$ cat src/rtl/spi_mu_pkg.sv
// Shared definitions for the SPI multi-UART bridge.
package spi_mu_pkg;
    localparam int WORD_W = 16;  // command word length
    localparam int SEL_LEN = 8;  // channel-select transaction length
    localparam int CFG_W  = 14;  // stored config width
    localparam int DIV_W  = 12;  // divisor field inside the config
    localparam int BYTE_W = 8;

    typedef enum logic [1:0] {
        CMD_RD_DATA = 2'b00,
        CMD_RD_CFG  = 2'b01,
        CMD_WR_DATA = 2'b10,
        CMD_WR_CFG  = 2'b11
    } cmd_e;
endpackage

$ cat src/rtl/spi_mu_slave.sv
// SPI mode-0 slave front end. Synchronizes SCLK, CS_n and MOSI into clk.
// Counts rising SCLK edges per chip-select window and shifts MOSI in.
// Presents resp MSB first on MISO. Reports the window start, the end
// (with its length and the last WORD_W bits) and the second bit.
// Assumes clk is at least 8x SCLK.
module spi_mu_slave #(
    parameter int WORD_W = 16,
    parameter int CNT_W  = 5
) (
    input  logic              clk,
    input  logic              rst_n,
    input  logic              sclk,
    input  logic              cs_n,
    input  logic              mosi,
    input  logic [WORD_W-1:0] resp,
    output logic              miso,
    output logic              start,
    output logic              done,
    output logic              hdr,
    output logic              hdr_bit,
    output logic [CNT_W-1:0]  len,
    output logic [WORD_W-1:0] word
);
    localparam int IDX_W = $clog2(WORD_W);

    logic [2:0] sclk_q, cs_q;
    logic [1:0] mosi_q;
    logic [CNT_W-1:0] cnt;
    logic [IDX_W-1:0] idx;
    logic active, rise;

    // Synchronize the SPI pins and keep one extra stage for edge detection.
    always_ff @(posedge clk) begin
        if (!rst_n) begin
            sclk_q <= '0;
            cs_q   <= '1;
            mosi_q <= '0;
        end else begin
            sclk_q <= {sclk_q[1:0], sclk};
            cs_q   <= {cs_q[1:0], cs_n};
            mosi_q <= {mosi_q[0], mosi};
        end
    end

    assign active  = ~cs_q[1];
    assign rise    = sclk_q[1] & ~sclk_q[2];
    assign start   = cs_q[2] & ~cs_q[1];
    assign done    = ~cs_q[2] & cs_q[1];
    assign hdr     = active && rise && (cnt == CNT_W'(1));
    assign hdr_bit = mosi_q[1];
    assign len     = cnt;
    assign idx     = IDX_W'(WORD_W - 1) - cnt[IDX_W-1:0];

    // Count edges (saturating) and shift in data while selected.
    always_ff @(posedge clk) begin
        if (!rst_n) begin
            cnt  <= '0;
            word <= '0;
        end else if (start) begin
            cnt <= '0;
        end else if (active && rise) begin
            word <= {word[WORD_W-2:0], mosi_q[1]};
            if (cnt != '1) cnt <= cnt + 1'b1;
        end
    end

    // Drive the reply bit for the next edge; quiet outside a word.
    always_ff @(posedge clk) begin
        if (!rst_n) miso <= 1'b0;
        else if (!active || cnt >= CNT_W'(WORD_W)) miso <= 1'b0;
        else miso <= resp[idx];
    end
endmodule

$ cat src/rtl/spi_mu_fifo.sv
// Small synchronous FIFO for received bytes. Writes to a full FIFO and
// reads from an empty one are ignored. Head data is visible without a read.
module spi_mu_fifo #(
    parameter int W     = 8,
    parameter int DEPTH = 4
) (
    input  logic         clk,
    input  logic         rst_n,
    input  logic         push,
    input  logic [W-1:0] din,
    input  logic         pop,
    output logic [W-1:0] head,
    output logic         not_empty,
    output logic         full
);
    localparam int AW = $clog2(DEPTH);

    logic [W-1:0] mem [DEPTH];
    logic [AW:0]  wp, rp;

    assign not_empty = (wp != rp);
    assign full      = (wp[AW] != rp[AW]) && (wp[AW-1:0] == rp[AW-1:0]);
    assign head      = mem[rp[AW-1:0]];

    // Advance pointers; storage has no reset.
    always_ff @(posedge clk) begin
        if (!rst_n) begin
            wp <= '0;
            rp <= '0;
        end else begin
            if (push && !full) wp <= wp + 1'b1;
            if (pop && not_empty) rp <= rp + 1'b1;
        end
    end

    // Write storage.
    always_ff @(posedge clk) begin
        if (push && !full) mem[wp[AW-1:0]] <= din;
    end
endmodule

$ cat src/rtl/spi_mu_chan.sv
// One UART channel: config register, 8N1 transmitter with a one-byte
// holding register and a direction output, and an 8N1 receiver into a FIFO.
// The bit time is cfg[DIV_W-1:0]+1 clocks. Assumes rx is asynchronous.
module spi_mu_chan #(
    parameter int CFG_W   = 14,
    parameter int DIV_W   = 12,
    parameter int DEPTH   = 4,
    parameter int DEF_DIV = 15
) (
    input  logic             clk,
    input  logic             rst_n,
    input  logic             cfg_we,
    input  logic [CFG_W-1:0] cfg_in,
    input  logic             tx_wr,
    input  logic [7:0]       tx_byte,
    input  logic             rx_pop,
    input  logic             rx,
    output logic [CFG_W-1:0] cfg,
    output logic             tx_empty,
    output logic             rx_rdy,
    output logic [7:0]       rx_byte,
    output logic             tx,
    output logic             tx_en
);
    typedef enum logic [1:0] {RX_IDLE, RX_START, RX_DATA, RX_STOP} rx_st_e;

    logic [DIV_W-1:0] div, tcnt, rcnt;
    logic [7:0] hold, rsh;
    logic       hold_v, busy, rx_push, rx_full;
    logic [9:0] tsh;
    logic [3:0] tidx;
    logic [2:0] ridx;
    logic [1:0] rx_q;
    rx_st_e     rst_q;

    assign div      = cfg[DIV_W-1:0];
    assign tx_empty = ~hold_v;
    assign tx       = busy ? tsh[0] : 1'b1;
    assign tx_en    = busy;

    // Config register, written by the bridge.
    always_ff @(posedge clk) begin
        if (!rst_n) cfg <= CFG_W'(DEF_DIV);
        else if (cfg_we) cfg <= cfg_in;
    end

    // Holding register and transmit shifter.
    always_ff @(posedge clk) begin
        if (!rst_n) begin
            hold_v <= 1'b0;
            hold   <= '0;
            busy   <= 1'b0;
            tsh    <= '1;
            tcnt   <= '0;
            tidx   <= '0;
        end else begin
            if (tx_wr && !hold_v) begin
                hold   <= tx_byte;
                hold_v <= 1'b1;
            end
            if (!busy && hold_v) begin
                tsh    <= {1'b1, hold, 1'b0};
                busy   <= 1'b1;
                tcnt   <= div;
                tidx   <= '0;
                hold_v <= 1'b0;
            end else if (busy) begin
                if (tcnt == '0) begin
                    tcnt <= div;
                    if (tidx == 4'd9) busy <= 1'b0;
                    else begin
                        tsh  <= {1'b1, tsh[9:1]};
                        tidx <= tidx + 1'b1;
                    end
                end else tcnt <= tcnt - 1'b1;
            end
        end
    end

    // Receive line synchronizer.
    always_ff @(posedge clk) begin
        if (!rst_n) rx_q <= '1;
        else rx_q <= {rx_q[0], rx};
    end

    // Receiver: find the start bit, sample each bit mid-cell, check the stop bit.
    always_ff @(posedge clk) begin
        if (!rst_n) begin
            rst_q   <= RX_IDLE;
            rcnt    <= '0;
            ridx    <= '0;
            rsh     <= '0;
            rx_push <= 1'b0;
        end else begin
            rx_push <= 1'b0;
            case (rst_q)
                RX_IDLE: if (!rx_q[1]) begin
                    rst_q <= RX_START;
                    rcnt  <= div >> 1;
                end
                RX_START: if (rcnt == '0) begin
                    rst_q <= rx_q[1] ? RX_IDLE : RX_DATA;
                    rcnt  <= div;
                    ridx  <= '0;
                end else rcnt <= rcnt - 1'b1;
                RX_DATA: if (rcnt == '0) begin
                    rsh  <= {rx_q[1], rsh[7:1]};
                    rcnt <= div;
                    if (ridx == 3'd7) rst_q <= RX_STOP;
                    else ridx <= ridx + 1'b1;
                end else rcnt <= rcnt - 1'b1;
                default: if (rcnt == '0) begin
                    rx_push <= rx_q[1] & ~rx_full;
                    rst_q   <= RX_IDLE;
                end else rcnt <= rcnt - 1'b1;
            endcase
        end
    end

    spi_mu_fifo #(.W(8), .DEPTH(DEPTH)) u_fifo (
        .clk(clk), .rst_n(rst_n), .push(rx_push), .din(rsh), .pop(rx_pop),
        .head(rx_byte), .not_empty(rx_rdy), .full(rx_full)
    );
endmodule

$ cat src/rtl/spi_multi_uart.sv
// Top of the SPI-to-three-UART bridge. Decodes transaction length: 8 edges
// select a channel, 16 edges run a command on the selected channel, and any
// other length is discarded. Builds the reply from the selected channel.
module spi_multi_uart
    import spi_mu_pkg::*;
#(
    parameter int NCH     = 3,
    parameter int DEPTH   = 4,
    parameter int DEF_DIV = 15
) (
    input  logic           clk,
    input  logic           rst_n,
    input  logic           spi_sclk,
    input  logic           spi_cs_n,
    input  logic           spi_mosi,
    output logic           spi_miso,
    input  logic [NCH-1:0] uart_rx,
    output logic [NCH-1:0] uart_tx,
    output logic [NCH-1:0] uart_txen
);
    localparam int SEL_W = (NCH > 1) ? $clog2(NCH) : 1;
    localparam int CNT_W = $clog2(WORD_W) + 1;

    logic              start, done, hdr, hdr_bit;
    logic [CNT_W-1:0]  len;
    logic [WORD_W-1:0] word, resp;
    logic [SEL_W-1:0]  sel_q;
    logic [NCH-1:0]    cfg_we, tx_wr, pop, rdy, empty;
    logic [CFG_W-1:0]  cfg [NCH];
    logic [7:0]        rxb [NCH];
    cmd_e              cmd;

    assign cmd = cmd_e'(word[WORD_W-1 -: 2]);

    spi_mu_slave #(.WORD_W(WORD_W), .CNT_W(CNT_W)) u_slave (
        .clk(clk), .rst_n(rst_n), .sclk(spi_sclk), .cs_n(spi_cs_n),
        .mosi(spi_mosi), .resp(resp), .miso(spi_miso), .start(start),
        .done(done), .hdr(hdr), .hdr_bit(hdr_bit), .len(len), .word(word)
    );

    // Channel choice: only an 8-edge transaction with an in-range value moves it.
    always_ff @(posedge clk) begin
        if (!rst_n) sel_q <= '0;
        else if (done && len == CNT_W'(SEL_LEN) && int'(word[7:0]) < NCH)
            sel_q <= word[SEL_W-1:0];
    end

    // Reply: status snapshot at window start, config swapped in after bit 14.
    always_ff @(posedge clk) begin
        if (!rst_n) resp <= '0;
        else if (start) resp <= {rdy[sel_q], empty[sel_q], 6'b0, rxb[sel_q]};
        else if (hdr && hdr_bit) resp[CFG_W-1:0] <= cfg[sel_q];
    end

    // Per-channel strobes at the end of a full command word.
    always_comb begin
        cfg_we = '0;
        tx_wr  = '0;
        pop    = '0;
        if (done && len == CNT_W'(WORD_W)) begin
            case (cmd)
                CMD_WR_CFG:  cfg_we[sel_q] = 1'b1;
                CMD_WR_DATA: tx_wr[sel_q]  = 1'b1;
                CMD_RD_DATA: pop[sel_q]    = resp[WORD_W-1];
                default: ;
            endcase
        end
    end

    for (genvar c = 0; c < NCH; c++) begin : g_ch
        spi_mu_chan #(.CFG_W(CFG_W), .DIV_W(DIV_W), .DEPTH(DEPTH),
                      .DEF_DIV(DEF_DIV)) u_ch (
            .clk(clk), .rst_n(rst_n), .cfg_we(cfg_we[c]),
            .cfg_in(word[CFG_W-1:0]), .tx_wr(tx_wr[c]), .tx_byte(word[7:0]),
            .rx_pop(pop[c]), .rx(uart_rx[c]), .cfg(cfg[c]),
            .tx_empty(empty[c]), .rx_rdy(rdy[c]), .rx_byte(rxb[c]),
            .tx(uart_tx[c]), .tx_en(uart_txen[c])
        );
    end
endmodule

$ cat config.mk
export PLATFORM = sky130hd
export DESIGN_NAME = spi_multi_uart
export DESIGN_NICKNAME = d
export VERILOG_FILES = /design/src/rtl/spi_mu_pkg.sv /design/src/rtl/spi_mu_slave.sv /design/src/rtl/spi_mu_fifo.sv /design/src/rtl/spi_mu_chan.sv /design/src/rtl/spi_multi_uart.sv
export SDC_FILE = /design/constraint.sdc
export NUM_CORES = 1
export LEC_CHECK = 0
export CAP_MARGIN = 10
export CELL_PAD_IN_SITES_DETAIL_PLACEMENT = 1
export CELL_PAD_IN_SITES_GLOBAL_PLACEMENT = 2
export CORE_MARGIN = 2
export CORE_UTILIZATION = 23
export DETAILED_ROUTE_END_ITERATION = 16
export DONT_BUFFER_PORTS = 1
export PLACE_DENSITY_LB_ADDON = 0.1
export SYNTH_ARGS = -nofsm -noshare
export SYNTH_HDL_FRONTEND = slang
export SYNTH_SLANG_ARGS = --single-unit
$ cat constraint.sdc
create_clock -name clk -period 2.7 [get_ports clk]
set_input_delay 0.27 -clock clk [delete_from_list [all_inputs] [get_ports clk]]
set_output_delay 0.27 -clock clk [all_outputs]
set_load 0.01 [all_outputs]
# ---- Yosys cells after proc, flatten, opt, wreduce, memory -nomap -nowiden
# Memories as Yosys holds them, arrays and structs flattened. A register that Yosys moved wholly into a read port is not among the register bits.
# Cells that the tools add are included.
dict set report totals {
  ram_bits 96
  ff_bits 297
  inputBits 8
  output_inout_bits 7
  wordCells 358
  n_memories 3
}
# name words word_bits read_ports rd_ports_with_merged_regs wr line_no
set mem_list {}
lappend mem_list {{g_ch[0].u_ch.u_fifo.mem} 4 8 1 1 1 spi_mu_fifo.sv:18} ;# logic [W-1:0] mem [DEPTH];
lappend mem_list {{g_ch[1].u_ch.u_fifo.mem} 4 8 1 1 1 spi_mu_fifo.sv:18}
lappend mem_list {{g_ch[2].u_ch.u_fifo.mem} 4 8 1 1 1 spi_mu_fifo.sv:18}
dict set report classes {
  muxes 115
  n_addsub 20
  n_reduce_logical 86
  order_cmp 6
  bitwise 25
  eq_ne 48
}
# operator count
set op_table {}
lappend op_table {{$mux 12} 18}
lappend op_table {{$mux 9} 12}
lappend op_table {{$logic_not 12->1} 6}
lappend op_table {{$pmux 12 s2} 3}
lappend op_table {{$sub 12x1->12 const B} 6}
lappend op_table {{$mux 2} 24}
lappend op_table {{$mux 3} 15}
lappend op_table {{$mux 8} 4}
lappend op_table {{$bmux 14 s2} 1}
lappend op_table {{$mux 14} 2}
lappend op_table {{$add 3x1->3 const B} 9}
lappend op_table {{$reduce_bool 2->1} 13}
lappend op_table {{$mux 1} 25}
lappend op_table {{$ne 2x1->1 const B} 12}
lappend op_table {{$logic_and 1x1->1} 22}
lappend op_table {{$pmux 2 s3} 3}
lappend op_table {{$pmux 3 s2} 3}
lappend op_table {{$reduce_and 3->1} 6}
lappend op_table {{$not 1->1} 17}
lappend op_table {{$bmux 8 s2} 1}
lappend op_table {{$reduce_and 2->1} 8}
lappend op_table {{$reduce_or 2->1} 8}
lappend op_table {{$reduce_and 5->1} 3}
lappend op_table {{$reduce_or 5->1} 3}
lappend op_table {{other kinds (32)} 76}

# ---- Depth between registers and ports, before layout
# Gate-level depths: netlist (run 1).
dict set report depth {
  ltp_word 10
  ltp_mapped 9
  mapped_depth_nobuf 7
}

# ---- Hierarchy
# From an unflattened synthesis (run 1), not the netlist that was laid out.
dict set report hier_totals {
  hier_cells 2007
  hier_area_um2 19693.9
}
# mod instances cells_each seq_area_each_um2 area_each_um2
set modules_own_cells {}
lappend modules_own_cells {spi_mu_chan 3 464 1541.5 3967.6}
lappend modules_own_cells {spi_mu_fifo 3 110 1121.1 1724.2}
lappend modules_own_cells {spi_multi_uart 1 146 360.3 1381.3}
lappend modules_own_cells {spi_mu_slave 1 139 600.6 1237.4}

# ---- Worst setup path after synthesis (run 1)
# OpenSTA, ideal clock, no wires.
dict set report synth_timing {
  path_kind {flip-flop to flip-flop}
  startpoint {register g_ch[1].u_ch.rcnt[0]}
  endpoint {register g_ch[1].u_ch.rcnt[10]}
  n_path_buf 0
  stages_incl_launch_ff 8
  t_arrival_ns 1.968
  setup_ns 0.118
  t_required_ns 2.582
  period_less_slack_ns 2.085
  setup_slack_ns 0.615
  cell_sequence {dfxtp_1 > inv_1 > ha_1 > or4b_4 > or4_4 > a2111oi_4 > o21ai_1 > o2111a_1}
}
dict set report synth_between {
  elab_chain_len 3
  word_cells_on_any_way 7
  classes_between {1 x add/sub; 1 x eq/ne; 3 x mux; 2 x reduce/logical}
}
# item line_no
set synth_rtl {}
lappend synth_rtl {{start: declaration} spi_mu_chan.sv:27} ;# logic [DIV_W-1:0] div, tcnt, rcnt;
lappend synth_rtl {{start signal: assignment} spi_mu_chan.sv:99} ;# rcnt <= div >> 1;
lappend synth_rtl {{start signal: assignment} spi_mu_chan.sv:103} ;# rcnt <= div;
lappend synth_rtl {{start signal: assignment} spi_mu_chan.sv:105} ;# end else rcnt <= rcnt - 1'b1;
lappend synth_rtl {{$sub 12x1->12 / $logic_not 12->1 (equally long branches)} --}
lappend synth_rtl {{$mux 12 (tied with other cells)} spi_mu_chan.sv:112} ;# default: if (rcnt == '0) begin
lappend synth_rtl {{$pmux 12 s2 / $reduce_and 2->1 (equally long branches)} --}
# Several ways; a longest one is shown, not always the timed one. The select of a mux whose other input is x is not followed.
# A chain may end at the register's enable or synchronous reset.

# ---- Worst setup path in the final report (run 1)
dict set report layout_timing {
  startpoint {register g_ch[2].u_ch.rcnt[0]}
  endpoint {register g_ch[2].u_ch.rcnt[11]}
}
dict set report layout_between {
  elab_chain_len 3
  word_cells_on_any_way 7
  classes_between {1 x add/sub; 1 x eq/ne; 3 x mux; 2 x reduce/logical}
}
# item line_no
set layout_rtl {}
lappend layout_rtl {{start: declaration} spi_mu_chan.sv:27}
lappend layout_rtl {{start signal: assignment} spi_mu_chan.sv:99}
lappend layout_rtl {{start signal: assignment} spi_mu_chan.sv:103}
lappend layout_rtl {{start signal: assignment} spi_mu_chan.sv:105}
lappend layout_rtl {{$sub 12x1->12 / $logic_not 12->1 (equally long branches)} --}
lappend layout_rtl {{$mux 12 (tied with other cells)} spi_mu_chan.sv:112}
lappend layout_rtl {{$pmux 12 s2 / $reduce_and 2->1 (equally long branches)} --}
# Several ways; a longest one is shown, not always the timed one. The select of a mux whose other input is x is not followed.

==> metrics.md, run 1 <==
| Metric | Value |
|---|---|
| Fin. max-slew vios | 0 |
| VDD IR-drop max | 412.7 uV |
| Met1 WL | 31.52 mm |
| Setup crit start | g_ch[2].u_ch.rcnt[0]$_SDFFE_PN0P_ |
| DR vias | 14991 |
| Largest net degree at the start of global routing | 122 |
| Diodes inserted | 0 |
| Maximum clock insertion buffer count | 3 |
| Antenna violations before repair | 1 |
| F_max | 439.5 MHz |
| Final Critical Period | 2.275 ns |
| Crit path max fanout | 11 |
| Util after Layout | 0.2712 |
| Synth Instances | 1979 |
| Core area | 81980 sq um |
| Site Rows | 105 |
| R2R Setup Slk | 0.42 ns |
| Post-Syn Nets | 2042 |
| First-pass iteration count of the detailed router | 6 |
| CTS Buf Count | 51 |
| Area contributors post-synth | dfxtp_1 32%, edfxtp_1 15%, mux2i_1 4.8% |
| Hold wc startpoint | rst_n |
| Status | finished clean |
| Hold EP | g_ch[0].u_ch.tx_en$_SDFF_PN0_ |
| Final WL | 64.04 mm |
| DR WL met2 | 29.74 mm |
| Reg2reg start | g_ch[2].u_ch.rcnt[0]$_SDFFE_PN0P_ |
| Post-place setup slack | 0.3860 ns |
| Wire length per cell | 20.79 um |
| Crit-path max cell delay | 0.34 ns |
| Starting Density | 0.2320 |
| Nets | 2033 |
| Most frequent cells in the layout | 302 x dfxtp_1, 198 x nand2_1, 161 x a21oi_1, 160 x nor2_1, 112 x o21ai_0 |
| Detailed placer's ending HPWL | 43.53 mm |
| Setup TNS | 0 ns |
| Gates resized, CTS repair | 0 |
| HP Class | input port to flop |
| DRC errors left | 0 |
| Worst Max-Slew Pin Slew | 0.9850 ns |
| Leak Pwr | 7.825 nW |
| Placer Congestion | 0.7394 |
| CTS root buffer | clkbuf_16 |
| Bufs and invs on worst path | 2 |
| Seq/Total Area, Yosys | 0.4706 |
| Synth Register Bits | 399 |
| Startpoint Class | flop |
| Post-synth top area cell | dfxtp_1 |
| DRT iter0 DRCs | 742 |
| Netlist cell types | 92 |
| First-pass GRT wire length | 98.69 mm |
| Area Overhead vs Synth | 16.92% |
| Crit-path slowest cell | dfxtp_1 |
| CP Class | flop to flop |
| Clock transition at path regs | 0.06 ns |
| Number of setup violations in the final report | 0 |
| Unrepaired setup endpoints after global routing | false |
| Vias per cell | 4.866 |
| IO Port Bufs | 0 |
| Top delay family on crit path | compound AO/OA/AOI/OAI gates |
| Number of synthesized flops with an enable pin | 96 |
| Worst Path Arrival | 2.74 ns |
| Crit. End Element | flop |
| Max_cap viols | 0 |
| Total track usage | 0.1495 |
| R2R depth | 8 |
| Remaining antenna violation count | 0 |
| Clock latency on the worst-skew pair | 0.61 ns |
| Total gr overflow | 0 |
| CP cell instances | inv_1 > ha_1 > nor4b_2 > nand3_2 > a21o_1 > buf_4 > a221oi_1 > a211oi_1 |
| H-tree depth | 2 |
| Layout cells sized above 1 | 0.1273 |
| # clock sinks | 399 |
| Hold Crit Depth | 3 |
| Worst Skew | 0.03587 ns |
| Metal3 WL | 1.736 mm |
| Vias in the first global route | 15480 |
| Overall Power | 17.64 mW |
| Reg2reg end | g_ch[2].u_ch.rcnt[11]$_SDFFE_PN0P_ |
| Die area | 85000 sq um |
| CTS tree | yes |
| Ys Warns | 0 |
| PwrDens | 793.2 nW/um^2 |
| DR top layer | met4 |
| Ys async rst share | 0 |
| Io pins | 15 |
| Min Hold Slack | 0.06794 ns |
| Slew headroom | 0.3341 |
| Syn Area/Cell | 9.609 sq um |
| Period utilization | 0.8427 |
| Die Span X | 291.5 um |
| Commonest non-fill, non-tap cell in the layout | dfxtp_1 |
| Post-synth top area share | 0.3190 |
| Final setup margin | 0.4247 ns |
| Worst Path Required | 3.16 ns |
| Synthesized cell area | 19020 sq um |
| Hold Vio Cnt, Final | 0 |
| Die H | 291.5 um |
| Post-synth top flop | dfxtp_1 |
## area by class of cell
type / count / area (sq um)
tap: 1070 / 1339
clock buffer: 59 / 1366
fill: 9321 / 59740
timing repair buffer: 81 / 673.1
clock inverter: 35 / 476.7
inverter: 46 / 177.7
sequential: 399 / 8950
multi-input combinational: 1391 / 9251
## worst min-delay path, delay by kind of cell
kind,cells,cell delay [ns]
buffers and inverters,1,0.21
AO/OA/AOI/OAI,2,0.11
## kinds of logic after synthesis
family / share of synthesized area
compound gates: 0.1649
xor+xnor: 0.01474
fa+ha+maj: 0.03619
buf+inv: 0.04296
flops: 0.4706
mux: 0.08698
simple gates: 0.1837
## power by group
group | leakage, nW | internal [mW] | switching [mW]
Combinational | 3.59 | 1.39 | 2.21
Sequential | 3.34 | 6.30 | 0.246
Clock | 0.897 | 4.59 | 2.89
Total | 7.82 | 12.3 | 5.35
## flip-flops by register name, indices dropped and copies added, names as in the netlist, 9 cells and up, named ones only
name                  count
g_ch.u_ch.u_fifo.mem     96
g_ch.u_ch.cfg            42
g_ch.u_ch.rcnt           36
g_ch.u_ch.tcnt           36
g_ch.u_ch.tsh            27
g_ch.u_ch.hold           24
g_ch.u_ch.rsh            24
resp                     16
u_slave.word             16
g_ch.u_ch.tidx           12
g_ch.u_ch.ridx            9
g_ch.u_ch.u_fifo.rp       9
g_ch.u_ch.u_fifo.wp       9
## routing by layer
layer  GRT usage  vias up
met5           0        -
met4     0.03193        0
met3     0.01933       63
met2      0.2444      170
met1      0.2100     7540
li1            -     7218
## repair_timing
item | CTS | global route
hold buffers | 9 | 0
setup buffers | 0 | 0
endpoints found under the hold margin | 121 | 0
## synth_stat cells (all sizes together), types with 13 or more instances
master,count
a221oi,13
buf,49
edfxtp,96
clkbuf,94
nand2b,28
mux4,28
a211oi,28
xnor2,21
nor3,55
dfxtp,303
nand3,57
nor2,162
nand2,198
inv,46
a21boi,15
nand4,17
o22ai,30
ha,55
nor2b,18
o21ai,136
nor4,24
a21oi,161
a31oi,17
and2,28
mux2i,91
## how the worst max path moves through the flow
stage | endpoint | slack, ns | cells after the start
after floorplan | g_ch[1].u_ch.rcnt[10]$_SDFFE_PN0P_ | 0.61 | 7
after global placement | g_ch[0].u_ch.hold[2]$_SDFFE_PN0P_ | 0.40 | 5
after detailed placement | g_ch[0].u_ch.hold[3]$_SDFFE_PN0P_ | 0.39 | 5
after CTS | g_ch[1].u_ch.rcnt[0]$_SDFFE_PN0P_ | 0.36 | 6
after global routing | g_ch[1].u_ch.tsh[0]$_SDFFE_PN1P_ | 0.20 | 7
final | g_ch[2].u_ch.rcnt[11]$_SDFFE_PN0P_ | 0.42 | 8
## per-stage QoR
stage / cell area [sq um] / std cells
CTS: 22230 / 3081
detailed placement: 20280 / 2978
global route: 22230 / 3081
floorplan: 19020 / 1979
finish: 22230 / 3081
global placement: 20280 / 2978
(Power assumes the default switching activity.)
==> run 2, diff against run 1 <==
Settings changed: ABC_AREA set to 1.
Clock period 2.7 ns to 2.1 ns, I/O delays scaled along.
==> metrics.md, run 2 <==
| Metric | Value |
|---|---|
| Most frequent cells in the layout | 539 x nand2_1, 303 x dfxtp_1, 268 x nor2_1, 252 x inv_1, 230 x o21ai_0 (was 302 x dfxtp_1, 198 x nand2_1, 161 x a21oi_1, 160 x nor2_1, 112 x o21ai_0) |
| Crit-path slowest cell | dlygate4sd3_1 (was dfxtp_1) |
| Startpoint Class | flop (unchanged) |
| Crit. End Element | flop (unchanged) |
| Worst Path Required | 2.64 ns (was 3.16 ns) |
| F_max | 528.9 MHz (was 439.5 MHz) |
| Max FFs per register | 96 (unchanged) |
| Fin. max-slew vios | 0 (unchanged) |
| Reg2reg start | u_slave.cs_q[1]$_SDFF_PN1_ (was g_ch[2].u_ch.rcnt[0]$_SDFFE_PN0P_) |
| Placer Congestion | 0.7455 (was 0.7394) |
| Antenna violations before repair | 0 (was 1) |
| Vias per cell | 4.529 (was 4.866) |
| Synth Register Bits | 399 (unchanged) |
| Final Critical Period | 1.891 ns (was 2.275 ns) |
| Diodes inserted | 0 (unchanged) |
| Placed inst area | 20720 sq um (was 20280 sq um) |
| DRC errors left | 0 (unchanged) |
| CTS root buffer | clkbuf_16 (unchanged) |
| Setup TNS | 0 ns (unchanged) |
| CTS tree | yes (unchanged) |
| Total gr overflow | 0 (unchanged) |
| Slew headroom | 0.4086 (was 0.3341) |
| Clock transition at path regs | 0.06 ns (about the same) |
| Multi-input combinational cell area | 8681 sq um (was 9251 sq um) |
| Min Hold Slack | 0.09537 ns (was 0.06794 ns) |
| Bufs and invs on worst path | 3 (was 2) |
| Post-synth top area cell | dfxtp_1 (unchanged) |
| Period utilization | 0.9004 (was 0.8427) |
| Final WL | 65.01 mm (was 64.04 mm) |
| Die Span X | 291.5 um (about the same) |
| Wire length per cell | 17.61 um (was 20.79 um) |
| Crit path max fanout | 32 (was 11) |
| Worst Path Arrival | 2.43 ns (was 2.74 ns) |
| Area contributors post-synth | dfxtp_1 32%, edfxtp_1 15%, nand2_1 11% (was dfxtp_1 32%, edfxtp_1 15%, mux2i_1 4.8%) |
| VDD IR-drop max | 514.4 uV (was 412.7 uV) |
| Synth Instances | 2494 (was 1979) |
| HP Class | input port to flop (unchanged) |
| Remaining antenna violation count | 0 (unchanged) |
| Top delay family on crit path | buffers and inverters (was compound AO/OA/AOI/OAI gates) |
| Worst Max-Slew Pin Slew | 0.8838 ns (was 0.9850 ns) |
| Die H | 291.5 um (about the same) |
| Worst Skew | 0.02560 ns (was 0.03587 ns) |
| Top-count cell post-synth | nand2_1 (was dfxtp_1) |
| Ys async rst share | 0 (unchanged) |
| Starting Density | 0.2318 (was 0.2320) |
| Post-place setup slack | 0.1251 ns (was 0.3860 ns) |
| First-pass iteration count of the detailed router | 4 (was 6) |
| PwrDens | 991.4 nW/um^2 (was 793.2 nW/um^2) |
| # clock sinks | 399 (unchanged) |
| Crit-path max cell delay | 0.57 ns (was 0.34 ns) |
| Synthesized cell area | 19010 sq um (was 19020 sq um) |
| Unrepaired setup endpoints after global routing | false (unchanged) |
| Util after Layout | 0.2777 (was 0.2712) |
| Ys Warns | 0 (unchanged) |
| Vias in the first global route | 17616 (was 15480) |
| Setup crit start | u_slave.cs_q[1]$_SDFF_PN1_ (was g_ch[2].u_ch.rcnt[0]$_SDFFE_PN0P_) |
| Max_cap viols | 0 (unchanged) |
| IO Port Bufs | 0 (unchanged) |
| Finished Cell Area | 22770 sq um (was 22230 sq um) |
| Layout cells sized above 1 | 0.09802 (was 0.1273) |
| Most instantiated cells after synthesis | 544 x nand2_1, 303 x dfxtp_1, 270 x nor2_1 (was 303 x dfxtp_1, 198 x nand2_1, 161 x a21oi_1) |
| Syn Area/Cell | 7.621 sq um (was 9.609 sq um) |
| CP cell instances | inv_1 > nand2_2 > nand3_1 > buf_6 > o21ai_0 > dlygate4sd3_1 > a21oi_1 (was inv_1 > ha_1 > nor4b_2 > nand3_2 > a21o_1 > buf_4 > a221oi_1 > a211oi_1) |
| Status | finished clean (unchanged) |
| H-tree depth | 2 (unchanged) |
| Hold Vio Cnt, Final | 0 (unchanged) |
| Commonest non-fill, non-tap cell in the layout | nand2_1 (was dfxtp_1) |
| Post-Syn Nets | 2557 (was 2042) |
| Leak Pwr | 9.359 nW (was 7.825 nW) |
| Number of synthesized flops with an enable pin | 96 (unchanged) |
| Area Overhead vs Synth | 19.79% (was 16.92%) |
| Site Rows | 105 (unchanged) |
| Largest net degree at the start of global routing | 136 (was 122) |
| Register area | 8949 sq um (was 8950 sq um) |
| Netlist cell types | 43 (was 92) |
| Core area | 81980 sq um (unchanged) |
| Seq/Total Area, Yosys | 0.4708 (was 0.4706) |
| CTS Buf Count | 52 (was 51) |
| Hold wc startpoint | rst_n (unchanged) |
| Post-synth top area share | 0.3192 (was 0.3190) |
| Detailed placer's ending HPWL | 45.70 mm (was 43.53 mm) |
| First-pass GRT wire length | 103.5 mm (was 98.69 mm) |
| Final setup margin | 0.2092 ns (was 0.4247 ns) |
| Maximum clock insertion buffer count | 3 (unchanged) |
| Post-synth top flop | dfxtp_1 (unchanged) |
| DRT iter0 DRCs | 644 (was 742) |
| Fillers | 9904 (was 9321) |
| Die area | 84950 sq um (was 85000 sq um) |
| Number of setup violations in the final report | 0 (unchanged) |
| Total track usage | 0.1538 (was 0.1495) |
| CP Class | flop to flop (unchanged) |
| DR vias | 16722 (was 14991) |
| Nets | 2643 (was 2033) |
| Clock latency on the worst-skew pair | 0.60 ns (was 0.61 ns) |
| Io pins | 15 (unchanged) |
[run 2: changes by cell type after synthesis, sizes merged, moves of 91 or more]
| cell | delta |
|---|---|
| inv | +215 |
| mux2i | -91 |
| nand2 | +355 |
| nand3 | +106 |
| nor2 | +122 |
| o21ai | +96 |
[run 2: metrics by stage]
step | std cells | total power, mW
2_1_floorplan | 2494 | 11.95
3_3_place_gp | 3575 | 13.40
3_5_place_dp | 3575 | 13.48
4_1_cts | 3691 | 23.04
5_1_grt | 3692 | 24.10
6_report | 3692 | 22.57
[run 2: power by group]
group | internal [mW] | switching, mW | total [mW]
logic | 1.60 | 3.36 | 4.96
registers | 8.13 | 0.245 | 8.37
clock network | 5.62 | 3.62 | 9.24
total | 15.3 | 7.23 | 22.6
[run 2: kinds of logic (layout without fill, tap and decap cells)]
family                   Yosys count  in the layout  share of synthesized area
AND/OR/NAND/NOR                 1097           1097                     0.2448
adder cells (fa/ha/maj)           55             55                    0.03621
AO/OA/AOI/OAI                    555            555                     0.1598
XOR/XNOR                          31             31                    0.01429
flip-flops                       399            399                     0.4708
buffers and inverters            357            485                    0.07400
[run 2: layout make-up]
class	instances	area share
Sequential cell	399	0.3931
Multi-Input combinational cell	1738	0.3813
Clock buffer	72	0.06628
Tap cell	1070	0.05880
Timing Repair Buffer	122	0.04446
Inverter	267	0.04446
Clock inverter	24	0.01165
[run 2: path summary, 6_finish.rpt]
| path | cells after the start | slack [ns] | endpoint |
|---|---|---|---|
| max | 7 | 0.21 | u_slave.word[11]$_SDFFE_PN0P_ |
| max reg2reg | 7 | 0.21 | u_slave.word[11]$_SDFFE_PN0P_ |
| min | 2 | 0.1 | u_slave.len[0]$_SDFFE_PP0P_ |
| min reg2reg | 1 | 0.41 | g_ch[2].u_ch.rx_q[1]$_SDFF_PN1_ |
[run 2: metal layers]
metal,global-route usage,part of all wire,routed length [um],up-vias
li1,-,-,-,8481
met1,0.2032,0.48,31280,8077
met2,0.2664,0.48,31210,98
met3,0.01924,0.020,1322,66
met4,0.03533,0.018,1199,0
met5,0,0,0,-
[run 2: timing repair]
action / in CTS / in global routing
buffers inserted: 0 / 1
endpoints found under the hold margin: 155 / 0
hold buffers: 20 / 0
endpoints found under the setup margin: 0 / 27
gates resized for setup: 0 / 13
